==> src/rtl/tlp_pkg.sv <==
package tlp_pkg;

    // Two-bit saturating direction counter, one state per encoding.
    typedef enum logic [1:0] {
        CTR_STRONG_NT = 2'd0,
        CTR_WEAK_NT   = 2'd1,
        CTR_WEAK_T    = 2'd2,
        CTR_STRONG_T  = 2'd3
    } ctr_e;

    // Upper half of the state space predicts taken.
    function automatic logic ctr_says_taken(ctr_e c);
        logic [1:0] v;
        v = c;
        return v[1];
    endfunction

endpackage

==> src/rtl/tlp_history_table.sv <==
module tlp_history_table #(
    parameter int IDX_BITS    = 4,
    parameter int HIST_LEN    = 4,
    parameter bit GLOBAL_HIST = 1'b0
) (
    input  logic                clk,
    input  logic                rst_n,
    input  logic [IDX_BITS-1:0] pred_sel,
    output logic [HIST_LEN-1:0] pred_hist,
    input  logic                upd_en,
    input  logic [IDX_BITS-1:0] upd_sel,
    input  logic                upd_taken,
    output logic [HIST_LEN-1:0] upd_hist
);

    generate
        if (GLOBAL_HIST) begin : g_global
            logic [HIST_LEN-1:0] ghist_q;
            logic                sel_unused;

            assign sel_unused = ^{pred_sel, upd_sel};

            always_ff @(posedge clk or negedge rst_n) begin
                if (!rst_n)
                    ghist_q <= '0;
                else if (upd_en)
                    ghist_q <= {ghist_q[HIST_LEN-2:0], upd_taken};
            end

            assign pred_hist = ghist_q;
            assign upd_hist  = ghist_q;

            AST_GHIST_HOLD: assert property (@(posedge clk) disable iff (!rst_n)
                !upd_en |=> $stable(ghist_q));
            AST_GHIST_NEWEST: assert property (@(posedge clk) disable iff (!rst_n)
                upd_en |=> ghist_q[0] == $past(upd_taken));
        end else begin : g_local
            localparam int NREG = 1 << IDX_BITS;
            logic [NREG-1:0][HIST_LEN-1:0] lhist_q;

            always_ff @(posedge clk or negedge rst_n) begin
                if (!rst_n)
                    lhist_q <= '0;
                else if (upd_en)
                    lhist_q[upd_sel] <= {lhist_q[upd_sel][HIST_LEN-2:0], upd_taken};
            end

            assign pred_hist = lhist_q[pred_sel];
            assign upd_hist  = lhist_q[upd_sel];

            AST_LHIST_HOLD: assert property (@(posedge clk) disable iff (!rst_n)
                !upd_en |=> $stable(lhist_q));
            AST_LHIST_NEWEST: assert property (@(posedge clk) disable iff (!rst_n)
                upd_en |=> lhist_q[$past(upd_sel)][0] == $past(upd_taken));
        end
    endgenerate

endmodule

==> src/rtl/tlp_pattern_table.sv <==
module tlp_pattern_table
    import tlp_pkg::*;
#(
    parameter int IDX_W = 8
) (
    input  logic             clk,
    input  logic             rst_n,
    input  logic [IDX_W-1:0] rd_idx,
    output logic             rd_taken,
    input  logic             wr_en,
    input  logic [IDX_W-1:0] wr_idx,
    input  logic             wr_taken
);

    localparam int DEPTH = 1 << IDX_W;

    ctr_e cnt_q [DEPTH];
    ctr_e cnt_cur;
    ctr_e cnt_nxt;

    assign cnt_cur = cnt_q[wr_idx];

    // Next-state logic of the addressed counter.
    always_comb begin
        unique case (cnt_cur)
            CTR_STRONG_NT: cnt_nxt = wr_taken ? CTR_WEAK_NT  : CTR_STRONG_NT;
            CTR_WEAK_NT:   cnt_nxt = wr_taken ? CTR_WEAK_T   : CTR_STRONG_NT;
            CTR_WEAK_T:    cnt_nxt = wr_taken ? CTR_STRONG_T : CTR_WEAK_NT;
            CTR_STRONG_T:  cnt_nxt = wr_taken ? CTR_STRONG_T : CTR_WEAK_T;
            default:       cnt_nxt = CTR_WEAK_NT;
        endcase
    end

    // State register array.
    always_ff @(posedge clk or negedge rst_n) begin
        if (!rst_n) begin
            for (int i = 0; i < DEPTH; i++)
                cnt_q[i] <= CTR_WEAK_NT;
        end else if (wr_en) begin
            cnt_q[wr_idx] <= cnt_nxt;
        end
    end

    // Output decode.
    always_comb rd_taken = ctr_says_taken(cnt_q[rd_idx]);

    AST_NO_OVERFLOW: assert property (@(posedge clk) disable iff (!rst_n)
        wr_en && wr_taken && cnt_cur == CTR_STRONG_T
        |=> cnt_q[$past(wr_idx)] == CTR_STRONG_T);
    AST_NO_UNDERFLOW: assert property (@(posedge clk) disable iff (!rst_n)
        wr_en && !wr_taken && cnt_cur == CTR_STRONG_NT
        |=> cnt_q[$past(wr_idx)] == CTR_STRONG_NT);
    AST_STEP_UP: assert property (@(posedge clk) disable iff (!rst_n)
        wr_en && wr_taken && cnt_cur != CTR_STRONG_T
        |=> 2'(cnt_q[$past(wr_idx)]) == 2'(2'($past(cnt_cur)) + 2'd1));
    AST_STEP_DOWN: assert property (@(posedge clk) disable iff (!rst_n)
        wr_en && !wr_taken && cnt_cur != CTR_STRONG_NT
        |=> 2'(cnt_q[$past(wr_idx)]) == 2'(2'($past(cnt_cur)) - 2'd1));

endmodule

==> src/rtl/tlp_predictor.sv <==
module tlp_predictor #(
    parameter int PC_W        = 32,
    parameter int IDX_LO      = 2,
    parameter int IDX_BITS    = 4,
    parameter int HIST_LEN    = 4,
    parameter bit GLOBAL_HIST = 1'b0
) (
    input  logic            clk,
    input  logic            rst_n,
    input  logic [PC_W-1:0] pred_pc,
    output logic            pred_taken,
    input  logic            upd_valid,
    input  logic [PC_W-1:0] upd_pc,
    input  logic            upd_taken
);

    localparam int IDX_W = IDX_BITS + HIST_LEN;

    logic [IDX_BITS-1:0] pred_sel;
    logic [IDX_BITS-1:0] upd_sel;
    logic [HIST_LEN-1:0] pred_hist;
    logic [HIST_LEN-1:0] upd_hist;
    logic [IDX_W-1:0]    pred_idx;
    logic [IDX_W-1:0]    upd_idx;
    logic                pc_unused;

    assign pred_sel  = pred_pc[IDX_LO +: IDX_BITS];
    assign upd_sel   = upd_pc[IDX_LO +: IDX_BITS];
    assign pc_unused = ^{pred_pc, upd_pc};

    tlp_history_table #(
        .IDX_BITS    (IDX_BITS),
        .HIST_LEN    (HIST_LEN),
        .GLOBAL_HIST (GLOBAL_HIST)
    ) u_hist (
        .clk       (clk),
        .rst_n     (rst_n),
        .pred_sel  (pred_sel),
        .pred_hist (pred_hist),
        .upd_en    (upd_valid),
        .upd_sel   (upd_sel),
        .upd_taken (upd_taken),
        .upd_hist  (upd_hist)
    );

    assign pred_idx = {pred_sel, pred_hist};
    assign upd_idx  = {upd_sel, upd_hist};

    tlp_pattern_table #(
        .IDX_W (IDX_W)
    ) u_pht (
        .clk      (clk),
        .rst_n    (rst_n),
        .rd_idx   (pred_idx),
        .rd_taken (pred_taken),
        .wr_en    (upd_valid),
        .wr_idx   (upd_idx),
        .wr_taken (upd_taken)
    );

    AST_RESET_PRED: assert property (@(posedge clk)
        $rose(rst_n) |-> !pred_taken);

endmodule

==> config.mk <==
export PLATFORM = sky130hd
export DESIGN_NAME = tlp_predictor
export DESIGN_NICKNAME = d
export VERILOG_FILES = /design/src/rtl/tlp_pkg.sv /design/src/rtl/tlp_history_table.sv /design/src/rtl/tlp_pattern_table.sv /design/src/rtl/tlp_predictor.sv
export SDC_FILE = /design/constraint.sdc
export NUM_CORES = 1
export LEC_CHECK = 0
export BUFFER_PORTS_ARGS = -buffer_cell sky130_fd_sc_hd__buf_4
export CAP_MARGIN = 25
export CORE_MARGIN = 2
export CORE_UTILIZATION = 53
export CTS_CLUSTER_DIAMETER = 100
export DETAILED_ROUTE_END_ITERATION = 16
export PLACE_DENSITY_LB_ADDON = 0.05
export SLEW_MARGIN = 20
export SYNTH_ARGS = -nofsm -noshare
export SYNTH_HDL_FRONTEND = slang
export SYNTH_SLANG_ARGS = --single-unit
==> constraint.sdc <==
create_clock -name clk -period 3.5 [get_ports clk]
set_clock_uncertainty 0.05 [all_clocks]
set_input_delay 0.175 -clock clk [delete_from_list [all_inputs] [get_ports clk]]
set_output_delay 0.175 -clock clk [all_outputs]
set_load 0.02 [all_outputs]
Word level (Yosys, flattened, before mapping) --
Cells that the tools add are included.
Word-level totals: flip-flop bits (word level) 576, input port bits 68, word-level logic and storage cells 307
Operators by class: order comparisons 6, equal/unequal tests 3, muxes and demuxes 21, bitwise operators 2, reduce and logical (&&, ||, !) cells 3
Operators by type and width (count):
- $bwmux W512 | 1
- $bwmux W64 | 1
- $bmux W2 S8 | 2
- $bmux W4 S4 | 2
- $ge A9 B9 Y1 const B | 2
- $not A8 Y9 | 2
- $demux W2 S8 | 1
- $demux W4 S4 | 1
- $mux W2 | 7
- $mux W4 | 3
- $lt A4 B5 Y1 const B | 2
- $lt A9 B1 Y1 const B | 1
- $pmux W2 S4 | 1
- $eq A2 B2 Y1 const B | 2
- $ge A4 B1 Y1 const B | 1
- $eq A2 B1 Y1 const B | 1
- $logic_and A1 B1 Y1 | 2
- $logic_not A2 Y1 | 1
- $mux W1 | 2

Depth between registers and ports, before layout --
depth after elaboration 9, mapped depth 20, gate-level depth less buffers 12

Modules after synthesis --
Synthesis repeated with hierarchy kept, for this count alone.
Unflattened totals: cell total of the unflattened synthesis 2629, area, all modules 31166.1 um^2
By module, submodules not included:
- tlp_pattern_table | times used 1, cells an instance 2395, area an instance 27655.3 um^2
- tlp_history_table | times used 1, cells an instance 234, area an instance 3510.9 um^2

Worst setup path before layout --
Ideal clock, no wire load.
kind input to output, start point in pred_pc[2], end point out pred_taken, arrival 3680 ps, required time 3275 ps, path slack -405 ps, cell stages on the path 11, cells stage by stage buf_2 mux4_2 mux4_2 buf_2 buf_1 mux4_2 mux2i_1 mux4_2 mux2i_1 nor3_1 nor4_1
Between the ends: longest elaborated chain between the ends 6
RTL lines:
- start, declared | RTL line tlp_predictor.sv:10 | input logic [PC_W-1:0] pred_pc,
- $bmux W4 S4 | RTL line tlp_history_table.sv:48 | assign pred_hist = lhist_q[pred_sel];
- $mux W4 (implied by the code) | RTL line tlp_history_table.sv:48
- $not A8 Y9 (implied by the code) * | RTL line tlp_pattern_table.sv:45 | always_comb rd_taken = ctr_says_taken(cnt_q[rd_idx]);
- $bmux W2 S8 * | RTL line tlp_pattern_table.sv:45
- $mux W2 (implied by the code) * (2 in a row) | RTL line tlp_pattern_table.sv:45
- end, declared | RTL line tlp_predictor.sv:11 | output logic pred_taken,
Every way passes the cells marked *; elsewhere a longest branch is shown, timed or not. The select of a mux whose other input is x is not followed.

Final worst setup path --
start point reg u_hist.g_local.lhist_q[40] (netlist bit), end point out pred_taken
Between the ends: longest elaborated chain between the ends 6
RTL lines:
- start, declared | RTL line tlp_history_table.sv:39 | logic [NREG-1:0][HIST_LEN-1:0] lhist_q;
- start signal, assigned by index | RTL line tlp_history_table.sv:45 | lhist_q[upd_sel] <= {lhist_q[upd_sel][HIST_LEN-2:0], upd_taken};
- $bmux W4 S4 | RTL line tlp_history_table.sv:48
- $mux W4 (implied by the code) | RTL line tlp_history_table.sv:48
- $not A8 Y9 (implied by the code) | RTL line tlp_pattern_table.sv:45
- $bmux W2 S8 | RTL line tlp_pattern_table.sv:45
- $mux W2 (implied by the code) (2 in a row) | RTL line tlp_pattern_table.sv:45
No other way between the ends. The select of a mux whose other input is x is not followed.

==> out/results.ini <==
[finish]
nNetsFinal = 3233
ff_latch_area_um2 = 14700
layout_commonest_cell = nand2_1
fin_util = 0.709
area_delta_synth_final_pct = 32.3
mostFrequentLayoutCells = 419 x nand2_1, 394 x buf_4, 320 x dfrtp_1, 271 x mux2_2, 256 x dfstp_2
fillers = 4081
layout-drive-gt1-share = 0.524
multiInputGateArea_um2 = 17300
final_area_um2 = 41800

[pwr]
p_leak_nw = 18.0
power.density_nw_per_um2 = 569
p_total_mw = 23.8
max-vdd-ir-drop_mv = 0.438

[setup_path]
critical_path_class = reg2out
reg2reg_setup_slack_ns = -1.36
r2r_end = u_pht.cnt_q[111]
arrival_ns = 4.64
worst_setup_path_end_kind = primary output
cp_max_fo = 16
worstReg2RegStart = u_hist.g_local.lhist_q[44]
start_kind = flip-flop
reg2regPathDepth = 21
cp.required_ns = 3.27
crit_start = u_hist.g_local.lhist_q[40]

[placed_design]
placed_area_um2 = 36600
place_congestion = 0.970
dpl.hpwl_um = 81400
io_buffers = 12

[global_routing]
antenna_found_initial = 4
overflow = 0
first_global_vias = 27100
grt_pass1_wl_um = 182000
grtUsageTotal = 0.406
grt_max_degree = 94

[timing]
worst_pin_slew_ns = 1.06
fin_tns_setup_ns = -650.48
finalHoldViolCount = 0
slew_viol_final = 0
fin_hold_ws_ns = 0.120
fin_crit_sh = 1.39
setup_viol = 513
fin_crit_ns = 4.87
fmax_mhz = 205
layout_setup_ws_ns = -1.37
slew-limit-headroom = 0.293
rsz0062_at_grt = true

[clocking]
clkTransAtPathRegs_ns = 0.06
clockBufferDepth = 3
clk_latency_ns = 0.63
cts_tree = built
cts.sinks = 576
root_buffer = clkbuf_16
h-tree-depth = 3
cts_buffers = 67

[logic_synthesis]
synth_nets = 2828
ys_async_sr_fraction = 1.00
synth_cell_types = 73
synth_edf_count = 0
seq_area_frac_synth = 0.466
yosys_register_bits = 576
yosysWarningCount = 0
synth_area_um2 = 31600
synth_ff_type = dfrtp_1
syn-instance-count = 2760
synth.avg_cell_area_um2 = 11.5

[routing]
drc = 0
drt-initial-drc-count = 3338
vias = 27300
wirelength_um = 127000
wl_per_cell_um = 31.9
ant_nets = 0
via_per_inst = 6.83
dr.pass1.iters = 9

[floorplanning]
rows = 89
initial_utilization = 0.536
io-pin-count = 69
die_h_um = 248
die_x_um = 248
design.core.area_um2 = 59000
dieArea_um2 = 61600

[job]
cap_violations = 0

[status]
violations = setup timing
status = finished, violations left

[min_path]
min_path_type = in2async

==> final cells by class <==
class                           instances  area share
Antenna cell                            2    0.000120
Clock buffer                          102      0.0480
Clock inverter                         22     0.00703
Inverter                                4    0.000359
Multi-Input combinational cell       1945       0.413
Sequential cell                       576       0.352
Tap cell                              773      0.0231
Timing Repair Buffer                  571       0.156
==> per-stage QoR <==
step                std cells  setup slack (ns)
floorplan                2760            -0.204
global placement         3758             -1.40
detailed placement       3758             -1.36
CTS                      3960             -1.29
global route             3994             -1.43
finish                   3995             -1.37
==> Yosys cell counts, types with 5 or more instances <==
library cell	instances	area share
mux2i_1	55	0.017
a211oi_1	103	0.024
nand3_1	69	0.011
a31oi_1	24	0.0047
nand4_1	11	0.0022
mux2_1	5	0.0018
buf_6	26	0.0093
a32oi_1	5	0.0014
a22oi_1	14	0.0033
buf_2	83	0.013
a41oi_1	6	0.0017
mux2_2	522	0.19
buf_1	18	0.0021
clkbuf_1	111	0.013
o211ai_1	12	0.0028
dfrtp_1	320	0.25
a311oi_1	24	0.0066
nor2_1	193	0.023
o22ai_1	7	0.0014
nand2_1	423	0.050
nor3_1	9	0.0014
and2_1	9	0.0018
dfstp_2	256	0.21
and3_1	102	0.020
mux4_2	123	0.088
a21oi_1	33	0.0052
nor2b_1	7	0.0014
nor4_1	11	0.0022
o21ai_0	90	0.014
==> per-layer routing <==
| metal | global-route usage | part of all wire | vias to the layer above |
|---|---|---|---|
| met1 | 0.540 | 0.38 | 14000 |
| li1 | - | - | 11000 |
| met4 | 0.225 | 0.065 | 8 |
| met3 | 0.101 | 0.11 | 491 |
| met5 | 0 | 0.00040 | - |
| met2 | 0.612 | 0.44 | 1843 |
==> where the power goes <==
group	internal, mW	switching [mW]
clock	4.43	3.01
sequential	7.40	0.426
combinational	4.06	4.49
total	15.9	7.92
==> state kept, by name (all words and copies together), names as in the netlist <==
name	count
u_pht.cnt_q	512
u_hist.g_local.lhist_q	64
==> cells by family (layout without fill, tap and decap cells) <==
family          after synthesis  in the layout  synth area share
compound gates              373            373            0.0818
fa+ha+maj                     2              4          0.000712
buf+inv                     243            699            0.0384
flops                       576            576             0.466
mux                         707            707             0.294
other cells                   0              2                 0
simple gates                859            861             0.119
==> what timing repair did <==
action	CTS	global route
endpoints found under the hold margin	61	0
hold buffers	2	0
setup endpoints to repair	513	513
buffers inserted	46	19
resized for setup	142	124
gates cloned	35	19
pin swaps	20	28
==> critical path, stage by stage (launching register included) <==
cell and delay [ns]:
dfrtp_1 0.41, buf_6 0.13, mux4_2 0.51, mux4_4 0.72, buf_12 0.21, buf_8 0.18, mux4_2 0.38, mux2i_1 0.13
mux4_2 0.57, nand3b_1 0.12, a21oi_1 0.08, nor4_2 0.24, buf_4 0.19, buf_6 0.12
==> worst max-delay path by stage <==
stage | end | slack [ns] | cells past startpoint
finish | pred_taken | -1.37 | 13
global route | u_pht.cnt_q[105] | -1.43 | 21
CTS | pred_taken | -1.29 | 14
detailed placement | u_pht.cnt_q[492] | -1.36 | 19
global placement | u_pht.cnt_q[145] | -1.40 | 20
floorplan | u_pht.cnt_q[10] | -0.20 | 17
Power figures use the tool's default switching activity.
